--- src/rtl/frz_pkg.sv ---
package frz_pkg;
  localparam int unsigned NCTRL = 9;
  typedef logic [NCTRL-1:0] ctrl_t;

  // bit positions inside ctrl_t
  localparam int unsigned B_SLEW_N   = 0;
  localparam int unsigned B_PULL_N   = 1;
  localparam int unsigned B_TRI_N    = 2;
  localparam int unsigned B_HOLD_N   = 3;
  localparam int unsigned B_CFG_DONE = 4;
  localparam int unsigned B_REG_RST  = 5;
  localparam int unsigned B_TERM_RST = 6;
  localparam int unsigned B_CAL      = 7;
  localparam int unsigned B_LOOP_RST = 8;

  localparam ctrl_t CTRL_FROZEN = 9'b101100000;
  localparam ctrl_t CTRL_THAWED = 9'b010011111;

  typedef enum logic [1:0] {W_END, W_GAP, W_CAL, W_SETTLE} wait_e;

  typedef struct packed {
    ctrl_t mask;
    ctrl_t val;
    wait_e wt;
  } step_t;

  function automatic step_t step_of(input logic thaw, input logic [2:0] idx);
    step_t s;
    s = '{mask: '0, val: '0, wt: W_END};
    case ({thaw, idx})
      4'b0_000: s = '{mask: 9'b000000111, val: 9'b000000000, wt: W_GAP};
      4'b0_001: s = '{mask: 9'b001111000, val: 9'b001100000, wt: W_GAP};
      4'b0_010: s = '{mask: 9'b110000000, val: 9'b100000000, wt: W_END};
      4'b1_000: s = '{mask: 9'b100000000, val: 9'b000000000, wt: W_GAP};
      4'b1_001: s = '{mask: 9'b010000000, val: 9'b010000000, wt: W_CAL};
      4'b1_010: s = '{mask: 9'b001011000, val: 9'b000011000, wt: W_SETTLE};
      4'b1_011: s = '{mask: 9'b000000110, val: 9'b000000110, wt: W_GAP};
      4'b1_100: s = '{mask: 9'b000100000, val: 9'b000000000, wt: W_GAP};
      4'b1_101: s = '{mask: 9'b000000001, val: 9'b000000001, wt: W_END};
      default:  s = '{mask: '0, val: '0, wt: W_END};
    endcase
    return s;
  endfunction
endpackage

--- src/rtl/frz_gap_timer.sv ---
module frz_gap_timer #(
  parameter int unsigned GAP_CYC = 2
) (
  input  logic clk_i,
  input  logic rst_ni,
  input  logic start_i,
  input  logic active_i,
  output logic done_o
);
  localparam int unsigned W = (GAP_CYC < 2) ? 1 : $clog2(GAP_CYC + 1);

  logic [W-1:0] cnt_q;

  always_ff @(posedge clk_i or negedge rst_ni) begin
    if (!rst_ni)                      cnt_q <= '0;
    else if (start_i)                 cnt_q <= W'(GAP_CYC - 1);
    else if (active_i && cnt_q != '0) cnt_q <= cnt_q - 1'b1;
  end

  assign done_o = active_i && (cnt_q == '0);

  // a short gap never counts beyond its load value
  a_r3_gap_bound: assert property (@(posedge clk_i) disable iff (!rst_ni)
    !start_i && !active_i |=> $stable(cnt_q));
endmodule

--- src/rtl/frz_tick_timer.sv ---
module frz_tick_timer #(
  parameter int unsigned W = 10
) (
  input  logic         clk_i,
  input  logic         rst_ni,
  input  logic         start_i,
  input  logic [W-1:0] load_i,
  input  logic         active_i,
  input  logic         tick_i,
  output logic         done_o
);
  logic [W-1:0] cnt_q;

  always_ff @(posedge clk_i or negedge rst_ni) begin
    if (!rst_ni)                                 cnt_q <= '0;
    else if (start_i)                            cnt_q <= load_i;
    else if (active_i && tick_i && cnt_q != '0)  cnt_q <= cnt_q - 1'b1;
  end

  assign done_o = active_i && tick_i && (cnt_q == '0);

  // ticks outside an active wait leave the count alone
  a_r8_tick_hold: assert property (@(posedge clk_i) disable iff (!rst_ni)
    !start_i && !(active_i && tick_i) |=> $stable(cnt_q));
endmodule

--- src/rtl/frz_ctrl_regs.sv ---
module frz_ctrl_regs
  import frz_pkg::*;
(
  input  logic  clk_i,
  input  logic  rst_ni,
  input  logic  step_i,
  input  ctrl_t mask_i,
  input  ctrl_t val_i,
  output ctrl_t ctrl_o
);
  for (genvar i = 0; i < NCTRL; i++) begin : g_bit
    logic q;
    always_ff @(posedge clk_i or negedge rst_ni) begin
      if (!rst_ni)                 q <= CTRL_FROZEN[i];
      else if (step_i && mask_i[i]) q <= val_i[i];
    end
    assign ctrl_o[i] = q;
  end
endmodule

--- src/rtl/io_freeze_seq.sv ---
module io_freeze_seq
  import frz_pkg::*;
#(
  parameter int unsigned GAP_CYC      = 2,
  parameter int unsigned CAL_TICKS    = 1000,
  parameter int unsigned SETTLE_TICKS = 33
) (
  input  logic clk_i,
  input  logic rst_ni,
  input  logic freeze_req_i,
  input  logic thaw_req_i,
  input  logic osc_tick_i,
  output logic slew_n_o,
  output logic pullup_n_o,
  output logic tristate_n_o,
  output logic bushold_n_o,
  output logic cfg_done_o,
  output logic reg_rst_o,
  output logic term_rst_o,
  output logic cal_start_o,
  output logic loop_rst_o,
  output logic busy_o,
  output logic frozen_o
);
  localparam int unsigned TICK_MAX = (CAL_TICKS > SETTLE_TICKS) ? CAL_TICKS : SETTLE_TICKS;
  localparam int unsigned TICK_W   = $clog2(TICK_MAX + 1);

  logic       run_q, thaw_q, frozen_q;
  logic [2:0] idx_q;
  wait_e      wt_q;

  logic accept_frz, accept_thw, accept;
  logic gap_done, tick_done, wait_done, fire;
  logic dir_n;
  logic [2:0] idx_n;
  step_t step;
  logic gap_start, gap_active, tick_start, tick_active;
  logic [TICK_W-1:0] tick_load;
  ctrl_t ctrl;

  // freeze wins over thaw; redundant requests drop
  assign accept_frz = !run_q && freeze_req_i && !frozen_q;
  assign accept_thw = !run_q && thaw_req_i && !freeze_req_i && frozen_q;
  assign accept     = accept_frz || accept_thw;

  assign wait_done = run_q && ((wt_q == W_GAP) ? gap_done : tick_done);
  assign fire      = accept || wait_done;
  assign dir_n     = accept ? accept_thw : thaw_q;
  assign idx_n     = accept ? 3'd0 : 3'(idx_q + 3'd1);
  assign step      = step_of(dir_n, idx_n);

  always_ff @(posedge clk_i or negedge rst_ni) begin
    if (!rst_ni) begin
      run_q    <= 1'b0;
      thaw_q   <= 1'b0;
      frozen_q <= 1'b1;
      idx_q    <= '0;
      wt_q     <= W_END;
    end else if (fire) begin
      idx_q  <= idx_n;
      thaw_q <= dir_n;
      wt_q   <= step.wt;
      run_q  <= (step.wt != W_END);
      if (step.wt == W_END) frozen_q <= !dir_n;
    end
  end

  assign gap_start   = fire && (step.wt == W_GAP);
  assign gap_active  = run_q && (wt_q == W_GAP);
  assign tick_start  = fire && ((step.wt == W_CAL) || (step.wt == W_SETTLE));
  assign tick_active = run_q && ((wt_q == W_CAL) || (wt_q == W_SETTLE));
  assign tick_load   = (step.wt == W_CAL) ? TICK_W'(CAL_TICKS - 1) : TICK_W'(SETTLE_TICKS - 1);

  frz_gap_timer #(.GAP_CYC(GAP_CYC)) u_gap (
    .clk_i    (clk_i),
    .rst_ni   (rst_ni),
    .start_i  (gap_start),
    .active_i (gap_active),
    .done_o   (gap_done)
  );

  frz_tick_timer #(.W(TICK_W)) u_tick (
    .clk_i    (clk_i),
    .rst_ni   (rst_ni),
    .start_i  (tick_start),
    .load_i   (tick_load),
    .active_i (tick_active),
    .tick_i   (osc_tick_i),
    .done_o   (tick_done)
  );

  frz_ctrl_regs u_regs (
    .clk_i  (clk_i),
    .rst_ni (rst_ni),
    .step_i (fire),
    .mask_i (step.mask),
    .val_i  (step.val),
    .ctrl_o (ctrl)
  );

  assign slew_n_o     = ctrl[B_SLEW_N];
  assign pullup_n_o   = ctrl[B_PULL_N];
  assign tristate_n_o = ctrl[B_TRI_N];
  assign bushold_n_o  = ctrl[B_HOLD_N];
  assign cfg_done_o   = ctrl[B_CFG_DONE];
  assign reg_rst_o    = ctrl[B_REG_RST];
  assign term_rst_o   = ctrl[B_TERM_RST];
  assign cal_start_o  = ctrl[B_CAL];
  assign loop_rst_o   = ctrl[B_LOOP_RST];
  assign busy_o       = run_q;
  assign frozen_o     = frozen_q;

  a_r3_frozen_rest: assert property (@(posedge clk_i) disable iff (!rst_ni)
    !busy_o && frozen_o |-> ctrl == CTRL_FROZEN);
  a_r7_thawed_rest: assert property (@(posedge clk_i) disable iff (!rst_ni)
    !busy_o && !frozen_o |-> ctrl == CTRL_THAWED);
  a_r5_cal_first: assert property (@(posedge clk_i) disable iff (!rst_ni)
    $rose(bushold_n_o) |-> cal_start_o && !loop_rst_o);
  a_r9_busy_hold: assert property (@(posedge clk_i) disable iff (!rst_ni)
    busy_o && !wait_done |=> busy_o);
  a_r10_redundant: assert property (@(posedge clk_i) disable iff (!rst_ni)
    !busy_o && frozen_o && freeze_req_i |=> !busy_o);
  a_r11_freeze_wins: assert property (@(posedge clk_i) disable iff (!rst_ni)
    !busy_o && !frozen_o && freeze_req_i && thaw_req_i |=> busy_o && !slew_n_o && !loop_rst_o);
  a_r12_idle_stable: assert property (@(posedge clk_i) disable iff (!rst_ni)
    !busy_o && !accept |=> $stable(ctrl));
endmodule

--- config.mk ---
export PLATFORM = sky130hd
export DESIGN_NAME = io_freeze_seq
export DESIGN_NICKNAME = d
export VERILOG_FILES = /design/src/rtl/frz_pkg.sv /design/src/rtl/frz_gap_timer.sv /design/src/rtl/frz_tick_timer.sv /design/src/rtl/frz_ctrl_regs.sv /design/src/rtl/io_freeze_seq.sv
export SDC_FILE = /design/constraint.sdc
export NUM_CORES = 1
export LEC_CHECK = 0
export CAP_MARGIN = 5
export CORE_ASPECT_RATIO = 1.1
export CORE_MARGIN = 1
export CORE_UTILIZATION = 50
export CTS_CLUSTER_DIAMETER = 150
export DETAILED_ROUTE_END_ITERATION = 8
export GPL_TIMING_DRIVEN = 0
export PLACE_DENSITY = 0.72
export SLEW_MARGIN = 20
export SYNTH_ARGS = -nofsm -noshare
export SYNTH_HDL_FRONTEND = slang
export SYNTH_SLANG_ARGS = --single-unit
--- constraint.sdc ---
create_clock -name clk_i -period 4.8 [get_ports clk_i]
set_input_delay 1.44 -clock clk_i [delete_from_list [all_inputs] [get_ports clk_i]]
set_output_delay 1.44 -clock clk_i [all_outputs]
set_load 0.01 [all_outputs]
==> results.cfg <==
[timing]
fin_ws_ns = 1.07
worstMarginPinSlew_ns = 0.590
finalHoldViolations = 0
hold-worst-slack_ns = 0.521
slew_headroom_pct = 60.6
rsz0062_at_grt = false
setup_violations = 0
fmax_ghz = 0.268
report.final.slew_viol_count = 0
timing.setup.tns_ns = 0
finalCriticalPeriod_ns = 3.73
fin_crit_sh_pct = 77.7
clock_skew_ns = 0.0111

[logic_synthesis]
synth_area_um2 = 1590
synth_cell_types = 50
synth_warnings = 0
synth_top_area_cell = dfrtp_1
ys.flop_type = dfrtp_1
synth_top_area_share_pct = 36.2
ys_seq_elements = 27
yosys-top-cells-count = dfrtp_1 (23), a21oi_1 (19), nand2_1 (14)
synthArstFlopShare_pct = 100
synthCells = 159
synthTopCellsByArea = dfrtp_1 (36%), dfstp_2 (6.6%), ha_1 (6.3%)
seq_area_frac_synth_pct = 42.8
synth.most_common_cell = dfrtp_1
syn_nets = 172
avgSynthCellArea_um2 = 9.99
synth_edf_count = 0

[clock_network]
cts_resized = 0
cts_tree = done
root_buffer = clkbuf_4
cts_num_sinks = 27
cts_setup_buffers = 0
cts_inserted_buffers = 3
hold_buffers = 0
clkTransAtPathRegs_ns = 0.16
htree_num_levels = 1
clock_latency_ns = 0.34
clockBufferDepth = 2

[setup_path]
critPathKind = in -> reg
worstSetupStartpointType = input pin
crit_path_start = freeze_req_i
cp.arrival_ns = 3.94
r2r_start = busy_o$_DFFE_PN0P_
worstPathRequired_ns = 5.02
cp_max_fo = 7
endpoint_kind = flip-flop

[layout]
finalInstanceArea_um2 = 1810
fin_util_pct = 59.3
fin_cells = 212
nFillCells = 266
area_growth_pct = 13.7
nets = 192
drive_gt1_share_pct = 16.3
antenna_cells = 0

[detailed_routing]
wl_per_cell_um = 15.4
drtIter0Drc = 28
first_pass_iters = 4
ant_nets = 0
via_per_inst = 5.84
drc = 0
wl_mm = 3.27
vias = 1239

[global_routing]
track_usage_pct = 20.1
first_global_vias = 1252
antenna_found_initial = 0
gr-total-overflow = 0
grt_pass1_wl_mm = 5.35
grt_max_degree = 28

[placed_design]
dp_slack_ns = 0.720
portBuffers = 15
placed_cells = 208
place_area_um2 = 1780
gp_congestion = 0.757
place_hpwl_mm = 2.45

[power]
power.leakage_nw = 0.803
power.total_mw = 1.15
ir_drop_mv = 0.373
p_per_area_nw_per_um2 = 637

[job]
cap_violations = 0

[floorplan]
die_area_um2 = 3410
core_area_um2 = 3050
die_y_um = 61.1
pin_count = 16
core.rowCount = 21
start_util_pct = 52.1
die_x_um = 55.8

[status]
status = finished clean

[worst_hold_path]
worstHoldStart = u_regs.g_bit[8].q$_DFFE_PN1P_
min_path_type = reg -> reg
## where the power goes
part / switching (mW) / internal [mW] / leakage (nW)
sequential: 0.100 / 0.331 / 0.335
combinational: 0.335 / 0.282 / 0.454
clock: 0.0715 / 0.0319 / 0.0139
## area by class of cell
cell class | instances | area, um2 | area share (%)
multi-input cells | 116 | 831 | 46.0
flip-flops and latches | 27 | 681 | 37.7
repair buffers | 15 | 145 | 8.03
well taps | 34 | 42.5 | 2.35
inverters | 11 | 41.3 | 2.29
plain buffers | 5 | 36.3 | 2.01
clock buffers | 3 | 22.5 | 1.25
clock inverters | 1 | 7.51 | 0.416
## registers in the layout, indices dropped and copies added (netlist names)
signal / count
u_tick.cnt_q: 10
busy_o: 1
u_gap.cnt_q: 2
u_regs.g_bit.q: 7
frozen_o: 1
thaw_q: 1
idx_q: 3
wt_q: 2
## worst paths after layout
kind                                                 endpoint  slack, ns  cells after the start
worst max-delay path              u_tick.cnt_q[1]$_DFFE_PN0P_       1.07                     11
worst min-delay path            u_regs.g_bit[8].q$_DFFE_PN1P_       0.52                      2
worst max register to register    u_tick.cnt_q[1]$_DFFE_PN0P_       2.18                     10
worst min register to register  u_regs.g_bit[8].q$_DFFE_PN1P_       0.52                      2
max in group asynchronous         u_tick.cnt_q[8]$_DFFE_PN0P_       3.33                      1
min in group asynchronous         u_tick.cnt_q[4]$_DFFE_PN0P_       1.08                      1
## routing by layer
metal | wire length, um | vias up | track usage, % | part of all wire [%]
li1 | - | 609 | - | -
met1 | 1430 | 608 | 21.6 | 44
met2 | 1730 | 16 | 41.1 | 53
met3 | 51 | 6 | 2.10 | 1.6
met4 | 60 | 0 | 8.21 | 1.8
met5 | 0 | - | 0 | 0
## worst max-delay path, stage by stage
cell and delay [ns]:
clkdlybuf4s50_1 0.49, nand4bb_1 0.29, nand2_1 0.15, nor2_1 0.27
inv_1 0.12, ha_1 0.31, a31o_2 0.24, a211oi_2 0.23
and2_1 0.16, buf_2 0.18, a21oi_1 0.06
## kinds of logic (layout without fill, tap and decap cells)
group / after synthesis / count (layout) / share of synthesized area (%)
mux: 1 / 1 / 0.630
xor+xnor: 8 / 8 / 4.41
simple gates: 52 / 52 / 19.3
flops: 27 / 27 / 42.8
fa+ha+maj: 8 / 8 / 6.30
compound gates: 47 / 47 / 21.7
buf+inv: 16 / 35 / 4.88
## placed cells by master (no fill, tap or decap), drive strengths merged, types with 2 or more instances in the layout
cell           synthesis  routed
inv                   11      11
o22a                   2       2
nand2                 14      14
a21boi                 2       2
dfrtp                 23      23
clkbuf                 0       3
o21ai                  8       8
a211oi                 2       2
nor2                  13      13
and3                   3       3
a21oi                 20      20
clkdlybuf4s50          0      14
dfstp                  4       4
nor4                   4       4
xnor2                  7       7
nor3                   2       2
or3                    3       3
and2                   3       3
buf                    5       6
ha                     8       8
Power figures use the tool's default switching activity.
